## config.mk

```make
export PLATFORM = sky130hd
export DESIGN_NAME = wordByteAlu
export DESIGN_NICKNAME = d
export VERILOG_FILES = /design/src/rtl/wbAluPkg.sv /design/src/rtl/aluCtrl.sv /design/src/rtl/aluDatapath.sv /design/src/rtl/wordByteAlu.sv
export SDC_FILE = /design/constraint.sdc
export NUM_CORES = 1
export LEC_CHECK = 0
export BUFFER_PORTS_ARGS = -buffer_cell sky130_fd_sc_hd__buf_4
export CORE_ASPECT_RATIO = 0.9
export CORE_UTILIZATION = 40
export DETAILED_ROUTE_END_ITERATION = 6
export SYNTH_ARGS = -nofsm -noshare
export SYNTH_HDL_FRONTEND = slang
export SYNTH_HIERARCHICAL = 1
export SYNTH_SLANG_ARGS = --single-unit
```

## constraint.sdc

```tcl
create_clock -name clk -period 15.39 [get_ports clk]
set_input_delay 2.3085 -clock clk [delete_from_list [all_inputs] [get_ports clk]]
set_output_delay 2.3085 -clock clk [all_outputs]
set_load 0.05 [all_outputs]
```

## src/rtl/wbAluPkg.sv

```systemverilog
package wbAluPkg;

  typedef enum logic [4:0] {
    OP_MOV  = 5'd0,
    OP_CMP  = 5'd1,
    OP_BIT  = 5'd2,
    OP_BIC  = 5'd3,
    OP_BIS  = 5'd4,
    OP_ADD  = 5'd5,
    OP_SUB  = 5'd6,
    OP_CLR  = 5'd8,
    OP_COM  = 5'd9,
    OP_INC  = 5'd10,
    OP_DEC  = 5'd11,
    OP_NEG  = 5'd12,
    OP_ADC  = 5'd13,
    OP_SBC  = 5'd14,
    OP_TST  = 5'd15,
    OP_ROR  = 5'd16,
    OP_ROL  = 5'd17,
    OP_ASR  = 5'd18,
    OP_ASL  = 5'd19,
    OP_SWAB = 5'd20
  } aluOp_e;

  // result source
  typedef enum logic [3:0] {
    RS_ADD, RS_AND, RS_BIC, RS_OR, RS_SRC, RS_DST, RS_COM, RS_ZERO,
    RS_ROR, RS_ROL, RS_ASR, RS_ASL, RS_SWAB
  } resSel_e;

  // second adder input
  typedef enum logic [2:0] {
    AB_SRC, AB_NSRC, AB_ZERO, AB_ONES, AB_NDST
  } addB_e;

  typedef enum logic [1:0] {
    CI_ZERO, CI_ONE, CI_CARRY, CI_NCARRY
  } cin_e;

  typedef enum logic [1:0] {
    VS_CLR, VS_ARITH, VS_NXORC
  } vSel_e;

  typedef enum logic [2:0] {
    CS_KEEP, CS_CLR, CS_SET, CS_COUT, CS_NCOUT, CS_LSB, CS_MSB, CS_NONZ
  } cSel_e;

  typedef struct packed {
    resSel_e resSel;
    logic    addAZero;
    addB_e   addB;
    cin_e    cin;
    vSel_e   vSel;
    cSel_e   cSel;
    logic    lowByteFlags;
    logic    ignoreByte;
    logic    writeRes;
    logic    keepFlags;
    logic    ccInstr;
  } aluStrobe_t;

endpackage

```

## src/rtl/aluCtrl.sv

```systemverilog
module aluCtrl
  import wbAluPkg::*;
(
  input  logic [4:0]  opSel,
  input  logic        ccOp,
  output aluStrobe_t  strobe
);

  always_comb begin
    strobe              = '0;
    strobe.resSel       = RS_DST;
    strobe.addB         = AB_ZERO;
    strobe.cin          = CI_ZERO;
    strobe.vSel         = VS_CLR;
    strobe.cSel         = CS_KEEP;
    strobe.keepFlags    = 1'b1;
    if (ccOp) begin
      strobe.ccInstr   = 1'b1;
      strobe.keepFlags = 1'b0;
    end else begin
      strobe.keepFlags = 1'b0;
      strobe.writeRes  = 1'b1;
      case (opSel)
        OP_MOV: strobe.resSel = RS_SRC;
        OP_CMP: begin
          strobe.resSel   = RS_ADD;
          strobe.addB     = AB_NSRC;
          strobe.cin      = CI_ONE;
          strobe.vSel     = VS_ARITH;
          strobe.cSel     = CS_NCOUT;
          strobe.writeRes = 1'b0;
        end
        OP_BIT: begin
          strobe.resSel   = RS_AND;
          strobe.writeRes = 1'b0;
        end
        OP_BIC: strobe.resSel = RS_BIC;
        OP_BIS: strobe.resSel = RS_OR;
        OP_ADD: begin
          strobe.resSel = RS_ADD;
          strobe.addB   = AB_SRC;
          strobe.vSel   = VS_ARITH;
          strobe.cSel   = CS_COUT;
        end
        OP_SUB: begin
          strobe.resSel = RS_ADD;
          strobe.addB   = AB_NSRC;
          strobe.cin    = CI_ONE;
          strobe.vSel   = VS_ARITH;
          strobe.cSel   = CS_NCOUT;
        end
        OP_CLR: begin
          strobe.resSel = RS_ZERO;
          strobe.cSel   = CS_CLR;
        end
        OP_COM: begin
          strobe.resSel = RS_COM;
          strobe.cSel   = CS_SET;
        end
        OP_INC: begin
          strobe.resSel = RS_ADD;
          strobe.cin    = CI_ONE;
          strobe.vSel   = VS_ARITH;
        end
        OP_DEC: begin
          strobe.resSel = RS_ADD;
          strobe.addB   = AB_ONES;
          strobe.vSel   = VS_ARITH;
        end
        OP_NEG: begin
          strobe.resSel   = RS_ADD;
          strobe.addAZero = 1'b1;
          strobe.addB     = AB_NDST;
          strobe.cin      = CI_ONE;
          strobe.vSel     = VS_ARITH;
          strobe.cSel     = CS_NONZ;
        end
        OP_ADC: begin
          strobe.resSel = RS_ADD;
          strobe.cin    = CI_CARRY;
          strobe.vSel   = VS_ARITH;
          strobe.cSel   = CS_COUT;
        end
        OP_SBC: begin
          strobe.resSel = RS_ADD;
          strobe.addB   = AB_ONES;
          strobe.cin    = CI_NCARRY;
          strobe.vSel   = VS_ARITH;
          strobe.cSel   = CS_NCOUT;
        end
        OP_TST: begin
          strobe.resSel   = RS_DST;
          strobe.cSel     = CS_CLR;
          strobe.writeRes = 1'b0;
        end
        OP_ROR: begin
          strobe.resSel = RS_ROR;
          strobe.vSel   = VS_NXORC;
          strobe.cSel   = CS_LSB;
        end
        OP_ROL: begin
          strobe.resSel = RS_ROL;
          strobe.vSel   = VS_NXORC;
          strobe.cSel   = CS_MSB;
        end
        OP_ASR: begin
          strobe.resSel = RS_ASR;
          strobe.vSel   = VS_NXORC;
          strobe.cSel   = CS_LSB;
        end
        OP_ASL: begin
          strobe.resSel = RS_ASL;
          strobe.vSel   = VS_NXORC;
          strobe.cSel   = CS_MSB;
        end
        OP_SWAB: begin
          strobe.resSel       = RS_SWAB;
          strobe.ignoreByte   = 1'b1;
          strobe.lowByteFlags = 1'b1;
          strobe.cSel         = CS_CLR;
        end
        default: begin
          strobe.writeRes  = 1'b0;
          strobe.keepFlags = 1'b1;
        end
      endcase
    end
  end

endmodule

```

## src/rtl/aluDatapath.sv

```systemverilog
module aluDatapath
  import wbAluPkg::*;
#(
  parameter int DataW = 16
) (
  input  aluStrobe_t        strobe,
  input  logic [DataW-1:0]  srcIn,
  input  logic [DataW-1:0]  dstIn,
  input  logic              byteMode,
  input  logic [3:0]        ccCur,
  input  logic [4:0]        ccWord,
  output logic [DataW-1:0]  result,
  output logic [3:0]        ccNext
);

  localparam int LaneW = DataW / 2;
  localparam logic [DataW-1:0] WordMask = {DataW{1'b1}};
  localparam logic [DataW-1:0] LowMask  = {{LaneW{1'b0}}, {LaneW{1'b1}}};
  localparam logic [DataW-1:0] WordMsb  = {1'b1, {(DataW-1){1'b0}}};
  localparam logic [DataW-1:0] LaneMsb  = {{LaneW{1'b0}}, 1'b1, {(LaneW-1){1'b0}}};

  logic              narrow, flagNarrow;
  logic [DataW-1:0]  laneMask, msbMask, srcM, dstM, aOp, bOp, rawRes;
  logic [DataW:0]    sum;
  logic              cinBit, cout, carryIn;
  logic              aMsb, bMsb, rMsb, dMsb;
  logic              nFlag, zFlag, vFlag, cFlag;

  assign carryIn  = ccCur[0];
  assign narrow   = byteMode & ~strobe.ignoreByte;
  assign laneMask = narrow ? LowMask : WordMask;
  assign msbMask  = narrow ? LaneMsb : WordMsb;
  assign srcM     = srcIn & laneMask;
  assign dstM     = dstIn & laneMask;

  // shared adder
  always_comb begin
    aOp = strobe.addAZero ? '0 : dstM;
    case (strobe.addB)
      AB_SRC:  bOp = srcM;
      AB_NSRC: bOp = ~srcM & laneMask;
      AB_ONES: bOp = laneMask;
      AB_NDST: bOp = ~dstM & laneMask;
      default: bOp = '0;
    endcase
    case (strobe.cin)
      CI_ONE:    cinBit = 1'b1;
      CI_CARRY:  cinBit = carryIn;
      CI_NCARRY: cinBit = ~carryIn;
      default:   cinBit = 1'b0;
    endcase
  end

  assign sum  = {1'b0, aOp} + {1'b0, bOp} + {{DataW{1'b0}}, cinBit};
  assign cout = narrow ? sum[LaneW] : sum[DataW];
  assign aMsb = |(aOp & msbMask);
  assign bMsb = |(bOp & msbMask);
  assign dMsb = |(dstM & msbMask);

  // result select
  always_comb begin
    case (strobe.resSel)
      RS_ADD:  rawRes = sum[DataW-1:0] & laneMask;
      RS_AND:  rawRes = dstM & srcM;
      RS_BIC:  rawRes = dstM & ~srcM;
      RS_OR:   rawRes = dstM | srcM;
      RS_SRC:  rawRes = srcM;
      RS_COM:  rawRes = ~dstM & laneMask;
      RS_ZERO: rawRes = '0;
      RS_ROR:  rawRes = (dstM >> 1) | (carryIn ? msbMask : '0);
      RS_ROL:  rawRes = {dstM[DataW-2:0], carryIn} & laneMask;
      RS_ASR:  rawRes = (dstM >> 1) | (dMsb ? msbMask : '0);
      RS_ASL:  rawRes = {dstM[DataW-2:0], 1'b0} & laneMask;
      RS_SWAB: rawRes = {dstIn[LaneW-1:0], dstIn[DataW-1:LaneW]};
      default: rawRes = dstM;
    endcase
  end

  assign result = narrow ? {dstIn[DataW-1:LaneW], rawRes[LaneW-1:0]} : rawRes;

  // flag generation
  assign flagNarrow = narrow | strobe.lowByteFlags;
  assign rMsb  = |(rawRes & msbMask);
  assign nFlag = flagNarrow ? rawRes[LaneW-1] : rawRes[DataW-1];
  assign zFlag = flagNarrow ? (rawRes[LaneW-1:0] == '0) : (rawRes == '0);

  always_comb begin
    case (strobe.cSel)
      CS_CLR:   cFlag = 1'b0;
      CS_SET:   cFlag = 1'b1;
      CS_COUT:  cFlag = cout;
      CS_NCOUT: cFlag = ~cout;
      CS_LSB:   cFlag = dstM[0];
      CS_MSB:   cFlag = dMsb;
      CS_NONZ:  cFlag = ~zFlag;
      default:  cFlag = carryIn;
    endcase
    case (strobe.vSel)
      VS_ARITH: vFlag = (aMsb == bMsb) && (rMsb != aMsb);
      VS_NXORC: vFlag = nFlag ^ cFlag;
      default:  vFlag = 1'b0;
    endcase
  end

  // condition-code command, one mux per flag
  logic [3:0] ccCmd;
  for (genvar g = 0; g < 4; g++) begin : gCcBit
    assign ccCmd[g] = ccWord[g] ? ccWord[4] : ccCur[g];
  end

  always_comb begin
    if (strobe.ccInstr)        ccNext = ccCmd;
    else if (strobe.keepFlags) ccNext = ccCur;
    else                       ccNext = {nFlag, zFlag, vFlag, cFlag};
  end

endmodule

```

## src/rtl/wordByteAlu.sv

```systemverilog
module wordByteAlu
  import wbAluPkg::*;
#(
  parameter int DataW = 16
) (
  input  logic             clk,
  input  logic             rstN,
  input  logic [4:0]       opSel,
  input  logic [DataW-1:0] srcIn,
  input  logic [DataW-1:0] dstIn,
  input  logic             byteMode,
  input  logic             flagWe,
  input  logic             ccOp,
  input  logic [4:0]       ccWord,
  output logic [DataW-1:0] result,
  output logic             resultWe,
  output logic [3:0]       ccNext,
  output logic [3:0]       ccFlags
);

  aluStrobe_t strobe;

  aluCtrl uCtrl (
    .opSel  (opSel),
    .ccOp   (ccOp),
    .strobe (strobe)
  );

  aluDatapath #(.DataW(DataW)) uDp (
    .strobe   (strobe),
    .srcIn    (srcIn),
    .dstIn    (dstIn),
    .byteMode (byteMode),
    .ccCur    (ccFlags),
    .ccWord   (ccWord),
    .result   (result),
    .ccNext   (ccNext)
  );

  assign resultWe = strobe.writeRes;

  always_ff @(posedge clk or negedge rstN) begin
    if (!rstN)                ccFlags <= 4'b0000;
    else if (flagWe || ccOp)  ccFlags <= ccNext;
  end

endmodule

```

==> out/results.ini, run 1 <==
[run_status]
status = finished, violations left
violations = design-rule violations

[detailed_routing]
ant_nets = 0
routedWlPerCell_um = 21.14
drcViolationCount = 4
vias = 5223
drt_iter0_drc = 687
drtPass1Iterations = 7
vias_per_cell = 6.670
drt-total-wl_um = 16560

[setup_path]
cpMaxStageDelayCell = or4_1
worst_path_largest_cell_delay_ps = 540
cp_top_family = compound AO/OA/AOI/OAI gates
worst_ep_required_time_ps = 13080
path_cells = buf_4 -> or2_2 -> a21oi_2 -> buf_4 -> nor2_1 -> nand2_1 -> o22ai_1 -> fa_1 -> fa_1 -> a21o_1 -> a221oi_2 -> o2bb2ai_1 -> o221ai_1 -> o21ai_0 -> nand4_1 -> o31ai_2 -> a31oi_1 -> or4_1 -> nand3_1 -> buf_4
critPathLaunchType = input port
regToRegEndpoint = ccFlags[1]
crit_top_cell = buf_4
path_buf_inv = 3
cp_max_fo = 23
rr_startpoint = ccFlags[0]
cp.arrival_ps = 7870
crit_type = in -> out
end_kind = primary output
ff2ff_path_depth = 15
reg2reg_slack_ps = 10560

[cts]
clk_latency_ps = 220
cts_buffers = 3
cts_resized = 0
postCtsSetupBuffers = 0
cts_tree = done
clockBufferDepth = 2
clock-sinks = 4
holdBufCountCts = 0
cts.clk_slew.worst_paths_ps = 30
htreeDepth = 1
root_buffer = clkbuf_16

[cells_and_area]
fin_cells = 783
area_growth_pct = 9.983
drive_gt1_share_pct = 17.89
top_regs = ccFlags: 4 flops
largest_register = ccFlags
diodes = 0
post-route-util_pct = 45.89
fillers = 1088
largest_reg_flops = 4
nets = 722

[sta]
min_period_ps = 10180
worst_pin_slew_ps = 1039
clock.fmax_mhz = 98.20
maxSlewViolCount = 0
timing.final.hold_violations = 0
hold_ws_ps = 571.0
rsz0062_at_grt = false
setup_ws_ps = 5207
finalCritPeriodShare_pct = 66.17
slew_headroom_pct = 30.62
finalSetupViolations = 0
setup-tns-final_ps = 0
skew_ps = 1.577

[synth]
yosys_register_bits = 4
syn_nets = 709
synth_area_per_cell_um2 = 6.764
async_reset_ff_share_pct = 100.0
ys_top_cells_by_area = nand2_1 (5.0%), ha_1 (4.9%), o21ai_0 (4.7%)
synthCells = 643
synth_cell_types = 83
ys.flop_type = dfrtp_1
synthesis.area_um2 = 4349
seq_area_frac_synth_pct = 2.301
ys_top_cells_by_count = nand2_1 (58), nor2_1 (44), o21ai_0 (41), a21oi_1 (37), nor2b_1 (30)
yosysMostFrequentCell = nand2_1
synth_top_area_cell = nand2_1
yosys.area.top_type_share_pct = 5.006
yosysWarnings = 6
synth_edf_count = 0

[placed_design]
io_buffers = 71
place_congestion = 0.9429
dp.cells = 780
hpwlAfterDp_um = 12130
pre_cts_slack_ps = 5295

[min_path]
worstHoldStart = ccFlags[2]
whs_endpoint = ccFlags[2]
hold_path_class = reg -> reg
whs_path_depth = 1

[global_route]
grt_pass1_wl_um = 25700
grt_max_degree = 64
first_global_vias = 4601
grt_use_total_pct = 28.59
grt-ovfl-total = 0
antenna_found_initial = 0

[run]
maxCapViolCount = 0

[die]
ios = 72
start_util_pct = 41.73
rows = 35
dieArea_um2 = 11290
dieWidth_um = 111.9
core_area_um2 = 10420
die_height_um = 100.9

[power_and_ir_drop]
power.leakage_nw = 1.900
ir_worst_vdd_v = 0.00003398
powerDensity_nw_per_um2 = 51.50

-- cell type report --
class	count	area, µm²	area share [%]
clock buffers	3	75.07	1.569
inverters	10	37.54	0.7847
multi-input cells	557	3809	79.62
flip-flops and latches	4	100.1	2.093
well taps	129	161.4	3.374
repair buffers	80	600.6	12.56
-- worst max path at each step --
stage	slack, ps	start	end	cells past startpoint
detailed placement	5300	ccOp	ccNext[1]	20
CTS	5300	ccOp	ccNext[1]	20
global placement	5400	opSel[4]	ccNext[1]	18
global route	5060	ccOp	ccNext[1]	20
finish	5210	ccOp	ccNext[1]	20
floorplan	5020	opSel[2]	ccNext[2]	18
-- metal layers --
metal  track usage (%)  wire (µm)  up-vias
met5                 0          0        -
met4             5.613        246        0
met3             2.526       1452       22
met2             45.44       7276      262
met1             41.79       7580     2490
li1                  -          -     2449
-- logic make-up (layout without fill, tap and decap cells) --
| logic type | Yosys count | in the layout | share of synthesized area, % |
|---|---|---|---|
| and+or+nand+nor | 253 | 253 | 30.98 |
| AOI/OAI and AO/OA | 227 | 227 | 36.54 |
| buffers and inverters | 82 | 93 | 11.19 |
| muxes | 30 | 30 | 7.537 |
| xor gates and xnor gates | 28 | 28 | 5.639 |
| adders and majority gates | 19 | 19 | 5.811 |
| DFF | 4 | 4 | 2.302 |
-- cell usage in the layout (no fill, tap or decap), types with 9 or more instances in the layout --
| master | n |
|---|---|
| nor2b_1 | 29 |
| o21ai_0 | 41 |
| nand2_1 | 58 |
| and2_1 | 13 |
| nand4_1 | 9 |
| ha_1 | 17 |
| xnor2_1 | 22 |
| buf_4 | 80 |
| o31ai_1 | 9 |
| nor3_1 | 10 |
| a22oi_1 | 9 |
| nor2_1 | 43 |
| a21o_1 | 12 |
| mux2i_1 | 20 |
| a31oi_1 | 15 |
| o22ai_1 | 15 |
| inv_1 | 9 |
| nand3_1 | 21 |
| and3_1 | 10 |
| a21oi_1 | 36 |
-- per-stage QoR --
step / instance area, µm² / total power, mW
after CTS: 4783 / 0.2427
after floorplan: 4349 / 0.1500
after detailed placement: 4708 / 0.2019
after global placement: 4708 / 0.2014
final: 4783 / 0.2463
after global routing: 4783 / 0.2594
-- where the power goes --
part,internal (mW),switching (mW),total [mW]
registers,0.0123,0.00350,0.0158
logic,0.0664,0.124,0.190
clock network,0.0332,0.00693,0.0401
Note: power is estimated with default switching activity, not from simulation.
==> run 2, diff against run 1 <==
==> constraint.sdc (replaced) <==
create_clock -name clk -period 9.7 [get_ports clk]
set_input_delay 1.455 -clock clk [delete_from_list [all_inputs] [get_ports clk]]
set_output_delay 1.455 -clock clk [all_outputs]
set_load 0.05 [all_outputs]
==> run 2 against run 1 <==
Net effect:
- the run still ends with design-rule violations left
- via count increased by 0.71%
- global-route usage decreased by 0.56 points
- setup slack got worse by 4100 ps
- die area unchanged
- non-clock buffer count decreased by 1
- clock skew decreased by 1.1 ps
- combinational power increased by 59%
- clock power increased by 57%
- clock-buffer cell count unchanged
- worst hold slack got worse by 14 ps
- register-to-register slack got worse by 5600 ps
- cell count decreased by 0.13%
- critical endpoint unchanged
- largest cell class unchanged
==> out/results.ini, run 2 (synthesized netlist as in run 1, its figures left out) <==
[sta]
hold_ws_ps = 557.2
skew_ps = 0.4708
min_period_ps = 8582
setup-tns-final_ps = 0
maxSlewViolCount = 0
finalSetupViolations = 0
rsz0062_at_grt = false
setup_ws_ps = 1118
timing.final.hold_violations = 0
slew_headroom_pct = 27.96
worst_pin_slew_ps = 1078
finalCritPeriodShare_pct = 88.48
clock.fmax_mhz = 116.5

[detailed_routing]
ant_nets = 0
vias = 5260
vias_per_cell = 6.726
drt_iter0_drc = 717
drcViolationCount = 4
drt-total-wl_um = 16520
drtPass1Iterations = 7
routedWlPerCell_um = 21.13

[global_route]
antenna_found_initial = 0
first_global_vias = 4604
grt_max_degree = 47
grt_use_total_pct = 28.03
grt-ovfl-total = 0
grt_pass1_wl_um = 25300

[cells_and_area]
nets = 721
drive_gt1_share_pct = 17.76
diodes = 0
largest_register = ccFlags
area_growth_pct = 9.810
largest_reg_flops = 4
multi_input_area_um2 = 3809
seqCellArea_um2 = 100.1
layout_common_cells = buf_4 (79), nand2_1 (58), nor2_1 (43), o21ai_0 (41), a21oi_1 (36)
fillers = 1122
post-route-util_pct = 45.82
top_regs = ccFlags: 4 flops
final_common_cell = buf_4

[setup_path]
cp_max_fo = 21
crit_type = in -> out
end_kind = primary output
critPathLaunchType = input port
cp.arrival_ps = 7130
worst_ep_required_time_ps = 8250

[cts]
htreeDepth = 1
postCtsSetupBuffers = 0
clockBufferDepth = 2
root_buffer = clkbuf_16
clock-sinks = 4
cts_resized = 0
cts_tree = done
clk_latency_ps = 220
cts_buffers = 3
holdBufCountCts = 0
cts.clk_slew.worst_paths_ps = 30

[power_and_ir_drop]
pwr-share-seq_pct = 6.5
power_switching_uw = 212.9
swShare_pct = 54.55
ir_worst_vdd_v = 0.00005071
power.total_uw = 390.4
pwr-share-comb_pct = 77.4
p_clk_share_pct = 16.1
p_int_uw = 177.4
powerDensity_nw_per_um2 = 81.74
power.leakage_nw = 1.895

[die]
ios = 72
die_height_um = 100.9
dieArea_um2 = 11290
core_area_um2 = 10420
start_util_pct = 41.73
rows = 35
dieWidth_um = 111.9

[min_path]
hold_path_class = reg -> reg

[placed_design]
pre_cts_slack_ps = 1189
io_buffers = 71
hpwlAfterDp_um = 12120
place_congestion = 1.005

[run_status]
status = finished, violations left
violations = design-rule violations

[run]
maxCapViolCount = 0

-- run 2: cell type report --
type / instances / area share (%)
clock buffers: 3 / 1.572
inverters: 10 / 0.7860
multi-input cells: 557 / 79.75
flip-flops and latches: 4 / 2.096
well taps: 129 / 3.380
repair buffers: 79 / 12.42
-- run 2: power groups by stage --
stage	sequential, mW	clock (mW)	combinational [mW]
4_1_cts	0.0253	0.0635	0.295
5_1_grt	0.0257	0.0650	0.320
2_1_floorplan	0.0329	0	0.205
3_3_place_gp	0.0251	0	0.294
6_report	0.0253	0.0628	0.302
3_5_place_dp	0.0254	0	0.294
-- run 2: worst max-delay path, stage by stage --
cell and delay, ps:
buf_4 230, or2_2 210, o221ai_1 130, nand2_1 500
nor2_1 80, nand2_1 500, o22ai_1 190, fa_1 480
fa_1 470, a21o_1 230, a221oi_2 390, o21ai_0 210
mux2_2 320, o21ai_1 130, nand4_1 180, o31ai_2 380
a31oi_1 190, or4_1 520, nand3_1 120, buf_4 200
-- run 2: path summary, 6_finish.rpt --
| kind | from | to | slack [ps] | cells after the start |
|---|---|---|---|---|
| max | opSel[1] | ccNext[1] | 1120 | 20 |
| max reg2reg | ccFlags[0] | ccFlags[1] | 4960 | 15 |
| min | ccFlags[2] | ccFlags[2] | 560 | 1 |
| min reg2reg | ccFlags[2] | ccFlags[2] | 560 | 1 |
| max in group asynchronous | rstN | ccFlags[2] | 8580 | 1 |
| min in group asynchronous | rstN | ccFlags[1] | 1020 | 1 |
-- run 2: routing by layer --
layer,GRT usage (%),wire [µm]
met1,40.99,7387
met2,43.33,7114
met3,3.548,1742
met4,6.237,277
met5,0,0
-- run 2: stage by stage --
step / cells / area [µm²]
finish: 782 / 4776
global placement: 779 / 4701
CTS: 782 / 4776
global route: 782 / 4776
floorplan: 643 / 4349
detailed placement: 779 / 4701
==> run 3, diff against run 2 <==
--- a/config.mk
+++ b/config.mk
@@ -6,9 +6,12 @@
 export NUM_CORES = 1
 export LEC_CHECK = 0
 export BUFFER_PORTS_ARGS = -buffer_cell sky130_fd_sc_hd__buf_4
+export CELL_PAD_IN_SITES_DETAIL_PLACEMENT = 0
+export CELL_PAD_IN_SITES_GLOBAL_PLACEMENT = 2
 export CORE_ASPECT_RATIO = 0.9
-export CORE_UTILIZATION = 40
+export CORE_UTILIZATION = 33
 export DETAILED_ROUTE_END_ITERATION = 6
+export PLACE_DENSITY_LB_ADDON = 0.1
 export SYNTH_ARGS = -nofsm -noshare
 export SYNTH_HDL_FRONTEND = slang
 export SYNTH_HIERARCHICAL = 1
==> run 3 against run 2 <==
Net effect:
- flip-flop and latch count unchanged
- sequential power is 2% lower
- critical endpoint unchanged
- first-iteration DRC count shrank 39%
- fmax down 1.2%
- highest routed layer unchanged
- setup slack worse by 100 ps
- design area rose by 1.4%
- clock power is 2% higher
- the flow now finishes without violations
- die area increased by 21%
- non-clock buffer count rose by 3
- clock-buffer cell count unchanged
==> out/results.ini, run 3 (synthesized netlist as in run 1, its figures left out) <==
[setup_path]
rr_startpoint = ccFlags[0]
ff2ff_path_depth = 15
regToRegEndpoint = ccFlags[1]
cp.arrival_ps = 7230
crit_type = in -> out
worst_ep_required_time_ps = 8250
cp_max_fo = 21
reg2reg_slack_ps = 4940
end_kind = primary output
critPathLaunchType = input port

[min_path]
whs_path_depth = 1
whs_endpoint = ccFlags[2]
hold_path_class = reg -> reg
worstHoldStart = ccFlags[2]

[detailed_routing]
routedWlPerCell_um = 22.89
drt_iter0_drc = 435
vias = 5177
ant_nets = 0
vias_per_cell = 6.313
drtPass1Iterations = 5
drt-total-wl_um = 18770
drcViolationCount = 0

[cells_and_area]
post-route-util_pct = 37.87
fin_area_um2 = 4842
drive_gt1_share_pct = 18.14
multi_input_area_um2 = 3809
final_common_cell = buf_4
largest_register = ccFlags
fillers = 1408
largest_reg_flops = 4
layout_common_cells = buf_4 (82), nand2_1 (58), nor2_1 (43), o21ai_0 (41), a21oi_1 (36)
area_growth_pct = 11.33
diodes = 0
fin_cells = 820
top_regs = ccFlags: 4 flops
seqCellArea_um2 = 100.1
nets = 724

[sta]
worst_pin_slew_ps = 1350
finalSetupViolations = 0
slew_headroom_pct = 8.761
clock.fmax_mhz = 115.2
finalCritPeriodShare_pct = 89.52
timing.final.hold_violations = 0
maxSlewViolCount = 0
setup-tns-final_ps = 0
skew_ps = 0.5195
rsz0062_at_grt = false
min_period_ps = 8684
setup_ws_ps = 1016

[cts]
cts_tree = done
clk_latency_ps = 220
postCtsSetupBuffers = 0
clockBufferDepth = 2
clock-sinks = 4
cts_resized = 0
root_buffer = clkbuf_16
cts_buffers = 3
holdBufCountCts = 0
htreeDepth = 1
cts.clk_slew.worst_paths_ps = 30

[placed_design]
hpwlAfterDp_um = 14030
dp.cells = 817
dpl_cell_area_um2 = 4767
pre_cts_slack_ps = 1121
io_buffers = 71
place_congestion = 0.9813

[die]
rows = 39
ios = 72
die_height_um = 110.9
dieWidth_um = 123.0
dieArea_um2 = 13640
start_util_pct = 34.02
core_area_um2 = 12780

[power_and_ir_drop]
powerDensity_nw_per_um2 = 82.01
ir_worst_vdd_v = 0.00004159
power.leakage_nw = 1.910

[run]
maxCapViolCount = 0

[global_route]
grt_use_total_pct = 27.04
grt-ovfl-total = 0
first_global_vias = 4737
grt_max_degree = 47
antenna_found_initial = 0
grt_pass1_wl_um = 28300

[run_status]
status = finished, final reports clean

-- run 3: cell count changes in the layout (fill, tap and decap cells not counted) --
cell / before / now
buf_4: 79 / 82
-- run 3: how the worst max path moves through the flow --
stage                     cells after the start      from  slack (ps)         to
after floorplan                              18  opSel[2]        1040  ccNext[2]
after global placement                       20  opSel[1]        1200  ccNext[1]
after detailed placement                     20  opSel[1]        1120  ccNext[1]
after CTS                                    20  opSel[1]        1110  ccNext[1]
after global routing                         20  opSel[1]         790  ccNext[1]
final                                        20  opSel[1]        1020  ccNext[1]
-- run 3: metrics by stage --
step	hold slack [ps]	power, mW
2_1_floorplan	881.5	0.2380
3_3_place_gp	536.7	0.3278
3_5_place_dp	539.4	0.3281
4_1_cts	552.7	0.3936
5_1_grt	569.1	0.4202
6_report	552.2	0.3971
-- run 3: critical path: stages --
cell and delay (ps):
buf_4 220, or2_2 220, o221ai_1 130, nand2_1 530, nor2_1 80, nand2_1 480
o22ai_1 190, fa_1 470, fa_1 480, a21o_1 240, a221oi_2 440, o21ai_0 200
mux2_2 310, o21ai_1 120, nand4_1 170, o31ai_2 420, a31oi_1 200, or4_1 540
nand3_1 120, buf_4 210
-- run 3: per-layer routing --
layer / share of wire, % / GRT usage (%) / vias to the layer above
met5: 0 / 0 / -
met4: 2.1 / 6.345 / 0
met3: 7.5 / 3.858 / 30
met2: 43 / 40.41 / 224
met1: 48 / 40.17 / 2476
li1: - / - / 2447
-- run 3: report_power, final --
group          switching [mW]  total [mW]  leakage [nW]  internal, mW
logic                   0.202       0.308          1.82         0.106
clock network          0.0113      0.0640        0.0370        0.0526
registers             0.00516      0.0248        0.0486        0.0196
total                   0.219       0.397          1.91         0.178
-- run 3: layout make-up --
class | count | share of cell area [%]
multi-input combinational | 557 | 78.66
timing repair buffer | 82 | 12.71
tap | 164 | 4.238
sequential | 4 | 2.067
clock buffer | 3 | 1.550
inverter | 10 | 0.7752
